<file path="src/rtl/diag_pkg.sv">
package diag_pkg;
  // field positions inside the control word
  localparam int FLD_FAULTMASK = 4;
  localparam int FLD_TXHOLD    = 3;
  localparam int FLD_DATASUP   = 2;
  localparam int FLD_FLIP      = 1;
  localparam int FLD_PARFRC    = 0;
  localparam int FLD_CNT       = 5;

  typedef struct packed {
    logic faultMask;
    logic txHold;
    logic dataSuppress;
    logic flipNow;
    logic parityForce;
  } ctlStrb_t;
endpackage

</file>
<file path="src/rtl/diag_ctl.sv">
module diag_ctl
  import diag_pkg::*;
(
  input  logic               clk,
  input  logic               rstN,
  input  logic               csrWrEn,
  input  logic [FLD_CNT-1:0] wrField,
  input  logic               txnStart,
  input  logic               txnEnd,
  output ctlStrb_t           strb
);
  logic faultMaskQ, txHoldQ, dataSupQ, parForceQ;
  logic armedQ, activeQ;

  always_ff @(posedge clk) begin
    if (!rstN) begin
      faultMaskQ <= 1'b0;
      txHoldQ    <= 1'b0;
      dataSupQ   <= 1'b0;
      parForceQ  <= 1'b0;
    end else if (csrWrEn) begin
      faultMaskQ <= wrField[FLD_FAULTMASK];
      txHoldQ    <= wrField[FLD_TXHOLD];
      dataSupQ   <= wrField[FLD_DATASUP];
      parForceQ  <= wrField[FLD_PARFRC];
    end
  end

  // one-shot: armed by a write, consumed by the next start strobe
  always_ff @(posedge clk) begin
    if (!rstN) begin
      armedQ  <= 1'b0;
      activeQ <= 1'b0;
    end else begin
      if (csrWrEn && wrField[FLD_FLIP]) armedQ <= 1'b1;
      else if (txnStart)                armedQ <= 1'b0;

      if (txnStart && armedQ) activeQ <= !txnEnd;
      else if (txnEnd)        activeQ <= 1'b0;
    end
  end

  always_comb begin
    strb.faultMask    = faultMaskQ;
    strb.txHold       = txHoldQ;
    strb.dataSuppress = dataSupQ;
    strb.parityForce  = parForceQ;
    strb.flipNow      = activeQ | (txnStart & armedQ);
  end
endmodule

</file>
<file path="src/rtl/diag_dp.sv">
module diag_dp
  import diag_pkg::*;
#(
  parameter int CSR_W = 32,
  parameter int PKT_W = 16,
  parameter int DEPTH = 4
) (
  input  logic             clk,
  input  logic             rstN,
  input  ctlStrb_t         strb,
  input  logic             csrRdEn,
  output logic             csrRdValid,
  output logic [CSR_W-1:0] csrRdData,
  output logic             csrRdParity,
  input  logic             fatalErrIn,
  output logic             faultOut,
  input  logic             pktInValid,
  output logic             pktInReady,
  input  logic [PKT_W-1:0] pktInData,
  output logic             queueFull,
  output logic             pktOutValid,
  input  logic             pktOutReady,
  output logic [PKT_W-1:0] pktOutData,
  input  logic             bcastDataReq,
  output logic             bcastDataDrive,
  input  logic             statChkIn,
  output logic             statChkOut
);
  localparam int PTR_W = (DEPTH > 1) ? $clog2(DEPTH) : 1;
  localparam int CNT_W = $clog2(DEPTH + 1);
  localparam logic [CNT_W-1:0] FULL_CNT = CNT_W'(DEPTH);
  localparam logic [PTR_W-1:0] LAST_PTR = PTR_W'(DEPTH - 1);

  logic [PKT_W-1:0] slotQ [DEPTH];
  logic [PTR_W-1:0] wrPtr, rdPtr;
  logic [CNT_W-1:0] cnt;
  logic             pushFire, popFire;

  assign queueFull   = (cnt == FULL_CNT);
  assign pktInReady  = !queueFull;
  assign pktOutValid = (cnt != '0) && !strb.txHold;
  assign pktOutData  = slotQ[rdPtr];
  assign pushFire    = pktInValid && pktInReady;
  assign popFire     = pktOutValid && pktOutReady;

  function automatic logic [PTR_W-1:0] bump(input logic [PTR_W-1:0] p);
    return (p == LAST_PTR) ? '0 : p + 1'b1;
  endfunction

  for (genvar i = 0; i < DEPTH; i++) begin : g_slot
    always_ff @(posedge clk) begin
      if (pushFire && wrPtr == PTR_W'(i)) slotQ[i] <= pktInData;
    end
  end

  always_ff @(posedge clk) begin
    if (!rstN) begin
      wrPtr <= '0;
      rdPtr <= '0;
      cnt   <= '0;
    end else begin
      if (pushFire) wrPtr <= bump(wrPtr);
      if (popFire)  rdPtr <= bump(rdPtr);
      case ({pushFire, popFire})
        2'b10:   cnt <= cnt + 1'b1;
        2'b01:   cnt <= cnt - 1'b1;
        default: cnt <= cnt;
      endcase
    end
  end

  // CSR read view and parity
  logic [CSR_W-1:0] rdWord;
  always_comb begin
    rdWord                = '0;
    rdWord[FLD_FAULTMASK] = strb.faultMask;
    rdWord[FLD_TXHOLD]    = strb.txHold;
    rdWord[FLD_DATASUP]   = strb.dataSuppress;
    rdWord[FLD_PARFRC]    = strb.parityForce;
  end

  always_ff @(posedge clk) begin
    if (!rstN) begin
      csrRdValid  <= 1'b0;
      csrRdData   <= '0;
      csrRdParity <= 1'b0;
      faultOut    <= 1'b0;
    end else begin
      csrRdValid <= csrRdEn;
      if (csrRdEn) begin
        csrRdData   <= rdWord;
        csrRdParity <= (^rdWord) ^ strb.parityForce;
      end
      faultOut <= fatalErrIn && !strb.faultMask;
    end
  end

  assign bcastDataDrive = bcastDataReq && !strb.dataSuppress;
  assign statChkOut     = statChkIn ^ strb.flipNow;
endmodule

</file>
<file path="src/rtl/diag_inject_ctrl.sv">
module diag_inject_ctrl
  import diag_pkg::*;
#(
  parameter int CSR_W = 32,
  parameter int PKT_W = 16,
  parameter int DEPTH = 4
) (
  input  logic               clk,
  input  logic               rstN,
  input  logic               csrWrEn,
  input  logic [FLD_CNT-1:0] csrWrData,
  input  logic               csrRdEn,
  output logic               csrRdValid,
  output logic [CSR_W-1:0]   csrRdData,
  output logic               csrRdParity,
  input  logic               fatalErrIn,
  output logic               faultOut,
  input  logic               pktInValid,
  output logic               pktInReady,
  input  logic [PKT_W-1:0]   pktInData,
  output logic               queueFull,
  output logic               pktOutValid,
  input  logic               pktOutReady,
  output logic [PKT_W-1:0]   pktOutData,
  input  logic               bcastDataReq,
  output logic               bcastDataDrive,
  input  logic               txnStart,
  input  logic               txnEnd,
  input  logic               statChkIn,
  output logic               statChkOut
);
  ctlStrb_t ctl;

  diag_ctl u_ctl (
    .clk(clk), .rstN(rstN), .csrWrEn(csrWrEn), .wrField(csrWrData),
    .txnStart(txnStart), .txnEnd(txnEnd), .strb(ctl)
  );

  diag_dp #(.CSR_W(CSR_W), .PKT_W(PKT_W), .DEPTH(DEPTH)) u_dp (
    .clk(clk), .rstN(rstN), .strb(ctl),
    .csrRdEn(csrRdEn), .csrRdValid(csrRdValid), .csrRdData(csrRdData),
    .csrRdParity(csrRdParity), .fatalErrIn(fatalErrIn), .faultOut(faultOut),
    .pktInValid(pktInValid), .pktInReady(pktInReady), .pktInData(pktInData),
    .queueFull(queueFull), .pktOutValid(pktOutValid), .pktOutReady(pktOutReady),
    .pktOutData(pktOutData), .bcastDataReq(bcastDataReq),
    .bcastDataDrive(bcastDataDrive), .statChkIn(statChkIn), .statChkOut(statChkOut)
  );
endmodule

</file>
<file path="config.mk">
export PLATFORM = sky130hd
export DESIGN_NAME = diag_inject_ctrl
export DESIGN_NICKNAME = d
export VERILOG_FILES = /design/src/rtl/diag_pkg.sv /design/src/rtl/diag_ctl.sv /design/src/rtl/diag_dp.sv /design/src/rtl/diag_inject_ctrl.sv
export SDC_FILE = /design/constraint.sdc
export NUM_CORES = 1
export LEC_CHECK = 0
export ABC_CLOCK_PERIOD_IN_PS = 4000
export BUFFER_PORTS_ARGS = -buffer_cell sky130_fd_sc_hd__buf_2
export CORE_ASPECT_RATIO = 0.7
export CORE_MARGIN = 2
export CORE_UTILIZATION = 57
export DETAILED_ROUTE_END_ITERATION = 8
export GPL_TIMING_DRIVEN = 1
export PLACE_DENSITY = 0.94
export SETUP_SLACK_MARGIN = 0.4
export SYNTH_ARGS = -nofsm -noshare
export SYNTH_HDL_FRONTEND = slang
export SYNTH_SLANG_ARGS = --single-unit
</file>
<file path="constraint.sdc">
create_clock -name clk -period 4 [get_ports clk]
set_input_delay 0.4 -clock clk [delete_from_list [all_inputs] [get_ports clk]]
set_output_delay 0.4 -clock clk [all_outputs]
set_load 0.02 [all_outputs]
</file>
==> Yosys cells after proc, flatten, opt, wreduce, memory -nomap -nowiden <==
Memory sizes are Yosys's and may differ from the RTL's. A register that Yosys moved wholly into a read port is not among the register bits.
Index checks and enable logic that the tools add are counted.
{ "word_totals": {"reg_bits": 20, "ram_bits": 64, "in_bits": 32, "output_inout_bits": 56, "n_memories": 1} }
{ "op_classes": {"addsub": 4, "eq_ne": 7, "n_mux": 26, "bitwise_logic": 4, "n_reduce_logical": 25} }
{ "memory_table": {"columns": ["memory", "words", "width", "rd", "rd_ports_with_merged_regs", "write_ports", "line", "rtl"], "rows": [
  ["u_dp.slotQ", 4, 16, 1, 1, 1, "diag_dp.sv:34", "logic [PKT_W-1:0] slotQ [DEPTH];"]
]} }
{ "op_table": {"columns": ["op", "n"], "rows": [
  ["16-bit two-way mux", 3],
  ["16-bit OR reduction", 3],
  ["32-bit XOR reduction", 1],
  ["1-bit two-way mux", 15],
  ["2-bit two-way mux", 7],
  ["1-bit logical AND", 11],
  ["2-bit == test, second input constant", 4],
  ["3-bit one-hot mux with 2 select lines", 1],
  ["2-bit nonzero test", 3],
  ["1-bit zero test", 5],
  ["2-bit by 1-bit adder with 2-bit output, second input constant", 2],
  ["2-bit by 1-bit == test with 1-bit output, second input constant", 2],
  ["3-bit by 1-bit adder with 3-bit output, second input constant", 1],
  ["3-bit == test, second input constant", 1],
  ["3-bit nonzero test", 1],
  ["3-bit by 1-bit subtractor with 3-bit output, second input constant", 1],
  ["2-bit zero test", 1],
  ["1-bit bitwise XOR", 2],
  ["1-bit bitwise AND", 1],
  ["1-bit OR", 1]
]} }

==> Longest topological paths before layout <==
{ "logic_depth": {"ltp_word": 10, "depth_mapped": 10, "mapped_depth_nobuf": 9} }

==> By module <==
From an unflattened synthesis, not the netlist that was laid out.
{ "hier_totals": {"cells_unflattened": 221, "area_unflattened_um2": 3574.7} }
{ "by_module_without_submodules": {"columns": ["mod", "n_inst", "cells_per_inst", "area_per_inst_um2"], "rows": [
  ["diag_dp", 1, 197, 3314.4],
  ["diag_ctl", 1, 24, 260.2]
]} }

==> Worst setup path before layout <==
OpenSTA, ideal clock, no wires.
{ "synth_path": {"kind": "reg-to-reg", "from": "reg u_dp.cnt[0]", "to": "reg u_dp.cnt[2]", "arrival_ns": 2.196, "slack_ns": 1.728, "path_stages_with_launch": 11, "path_buffers": 1, "cell_sequence": "dfxtp_1 > or3b_1 > buf_6 > and2_4 > inv_1 > ha_1 > inv_1 > fa_1 > xor2_1 > or3_1 > a21boi_0"} }
{ "synth_between": {"elab_chain_cells": 5} }
{ "synth_lines": {"columns": ["item", "line", "rtl"], "rows": [
  ["start: declaration", "diag_dp.sv:36", "logic [CNT_W-1:0] cnt;"],
  ["start signal: assignment", "diag_dp.sv:65", "2'b10: cnt <= cnt + 1'b1;"],
  ["start signal: assignment", "diag_dp.sv:66", "2'b01: cnt <= cnt - 1'b1;"],
  ["start signal: assignment", "diag_dp.sv:67", "default: cnt <= cnt;"],
  ["3-bit == test (*)", "diag_dp.sv:39", "assign queueFull = (cnt == FULL_CNT);"],
  ["1-bit zero test (*)", "diag_dp.sv:40", "assign pktInReady = !queueFull;"],
  ["net pktInReady", "diag_inject_ctrl.sv:19", "output logic pktInReady,"],
  ["1-bit logical AND (*)", "diag_dp.sv:43", "assign pushFire = pktInValid && pktInReady;"],
  ["2-bit by 1-bit == test with 1-bit output / 2-bit == test (equally long branches)", "diag_dp.sv:64", "case ({pushFire, popFire})"],
  ["3-bit one-hot mux with 2 select lines / 2-bit nonzero test (equally long branches)", null, null]
]} }
The timed path passes the listed nets; every way through them passes the cells marked *.
A chain may end at the register's enable or synchronous reset.

==> qor.yml <==
route:
  drc: 0
  wl_um: 5880
  routedWlPerCell_um: 16.5
  antenna_left: 0
  avgViaCountPerCell: 5.19
  vias: 1854
  first_iter_violations: 83
  dr.pass1.iters: 4
synthesis:
  ys_seq_area_share_pct: 66.8
  yosys_most_used_dff: "edfxtp_1"
  synthCells: 218
  syn_area_um2: 3540
  synth_edf_count: 64
  yosys.area.top_type_share_pct: 54.3
  synthArstFlopShare_pct: 0
  ys_warn_count: 0
  synthTopCellsByCount: "edfxtp_1, buf_4, dfxtp_1, mux4_2, mux2i_1"
  synthTopCellsByArea: "edfxtp_1, dfxtp_1, mux4_2"
  synth_top_area_cell: "edfxtp_1"
  synth-seq-cells: 86
  synth_most_common_cell: "edfxtp_1"
  yosysUniqueCellTypes: 36
  syn_area_per_cell_um2: 16.2
clock_tree:
  clk_latency_ns: 0.35
  cts_num_sinks: 86
  cts_hold_buf: 0
  htreeDepth: 3
  cts-resized-gates: 0
  post_cts_buffers: 0
  cts.reportedPaths.clkPinSlew_ns: 0.09
  cts_root_buffer: "clkbuf_8"
  cts_tree: "yes"
  cts_buffers: 9
  clockBufferDepth: 2
setup_path:
  critical_path_peak_fanout: 16
  criticalPathCategory: "reg -> out"
  endpoint_kind: "output port"
  critPathRequiredTime_ns: 3.60
  crit_path_start_kind: "flop"
  arrival_ns: 2.20
status:
  status: "complete, no violations"
timing:
  slew_headroom_pct: 27.3
  fin_hold_ws_ns: 0.195
  worstMarginPinSlew_ns: 1.09
  tns_ns: 0
  fin_crit_sh_pct: 65.1
  hold_viol: 0
  drv_slew: 0
  fmax_mhz: 384
  finalClockSkew_ns: 0.0108
  rsz0062_at_grt: "no"
  setup_viol_count_final: 0
  finalCriticalPeriod_ns: 2.60
floorplanning:
  pin_count: 88
  die_area_um2: 6860
  die_w_um: 98.2
  core_um2: 5870
  rows: 23
  initial_core_util_pct: 60.3
  die_h_um: 69.9
power:
  peakVddDrop_v: 0.000249
  finalPower_mw: 2.27
  power.density_nw_per_um2: 572
  p_leak_nw: 1.54
placement:
  place_congestion: 0.734
  dp_hpwl_um: 4110
  io_buffers: 59
grt:
  grt_pass1_vias: 1896
  grt_pass1_wl_um: 9110
  grt-ovfl-total: 0
  grt_max_degree: 27
  antenna_found_initial: 0
  track_usage_pct: 17.7
final_layout:
  final_layout_size_suffix_gt1_share_pct: 34.4
  antennaDiodeCount: 0
  area_growth_pct: 12.2
  final_nets: 316
worst_hold_path:
  min_path_type: "in -> reg"
flow_run:
  maxCapViolCount: 0
## worst paths after layout
kind                     from             to  slack, ns  cells after the start
max                      flop  pktOutData[1]       1.40                      2
min reg2reg  u_ctl.faultMaskQ  u_dp.faultOut       0.48                      1
max reg2reg       u_dp.cnt[0]    u_dp.cnt[2]       1.57                      9
min                    txnEnd  u_ctl.activeQ       0.19                      2
## per-stage QoR
| stage | worst slack (ns) | instance area, um^2 | std cells | util (%) |
|---|---|---|---|---|
| final | 1.40 | 3970 | 357 | 67.6 |
| after global routing | 1.23 | 3970 | 357 | 67.6 |
| after CTS | 1.33 | 3970 | 357 | 67.6 |
| after detailed placement | 1.61 | 3770 | 341 | 64.2 |
| after global placement | 1.72 | 3770 | 341 | 64.2 |
| after floorplan | 1.73 | 3640 | 245 | - |
## cell families (layout without fill, tap and decap cells)
| family | Yosys count | after routing | share of synthesized area [%] |
|---|---|---|---|
| fa+ha+maj | 7 | 7 | 2.69 |
| other cells | 1 | 28 | 0.106 |
| xor+xnor | 4 | 4 | 0.991 |
| flops | 86 | 86 | 66.8 |
| simple gates | 41 | 41 | 6.79 |
| mux | 27 | 27 | 13.3 |
| buf+inv | 45 | 82 | 8.14 |
| compound gates | 7 | 7 | 1.20 |
## area by class of cell
type | instances | area [um^2]
fill | 423 | 1900
sequential | 86 | 2360
clock buffer | 13 | 181
timing repair buffer | 59 | 295
tap | 75 | 93.8
inverter | 7 | 26.3
clock inverter | 3 | 21.3
multi-input combinational | 114 | 988
## power breakdown
part	switching [mW]	internal, mW
registers	0.0827	1.06
logic	0.305	0.236
clock network	0.286	0.303
## layer usage
metal | GRT usage [%] | up-vias | share of wire, %
li1 | - | 859 | -
met1 | 19.2 | 905 | 38
met2 | 32.4 | 82 | 53
met3 | 6.91 | 8 | 7.6
met4 | 5.02 | 0 | 1.1
met5 | 0 | - | 0
## worst max-delay path, stage by stage (launching register included)
cell,delay [ns]
dfxtp_1,1.05
mux4_2,0.63
buf_2,0.18
## flip-flops by register name (all words and copies together), names as in the netlist, 2 cells and up, named ones only
name / flops
u_dp.slotQ: 64
u_dp.csrRdData: 4
u_dp.cnt: 3
u_dp.rdPtr: 2
u_dp.wrPtr: 2
## cells in the final DEF (no fill, tap or decap), types with 4 or more instances in the layout
master     n
edfxtp_1  64
buf_2     59
conb_1    28
dfxtp_1   22
mux4_2    16
mux2i_1   11
clkbuf_8  11
nand2_1   10
nor2b_1    9
inv_1      7
ha_1       6
and3_2     4
nor2_1     4
Note: power is estimated with default switching activity, not from simulation.
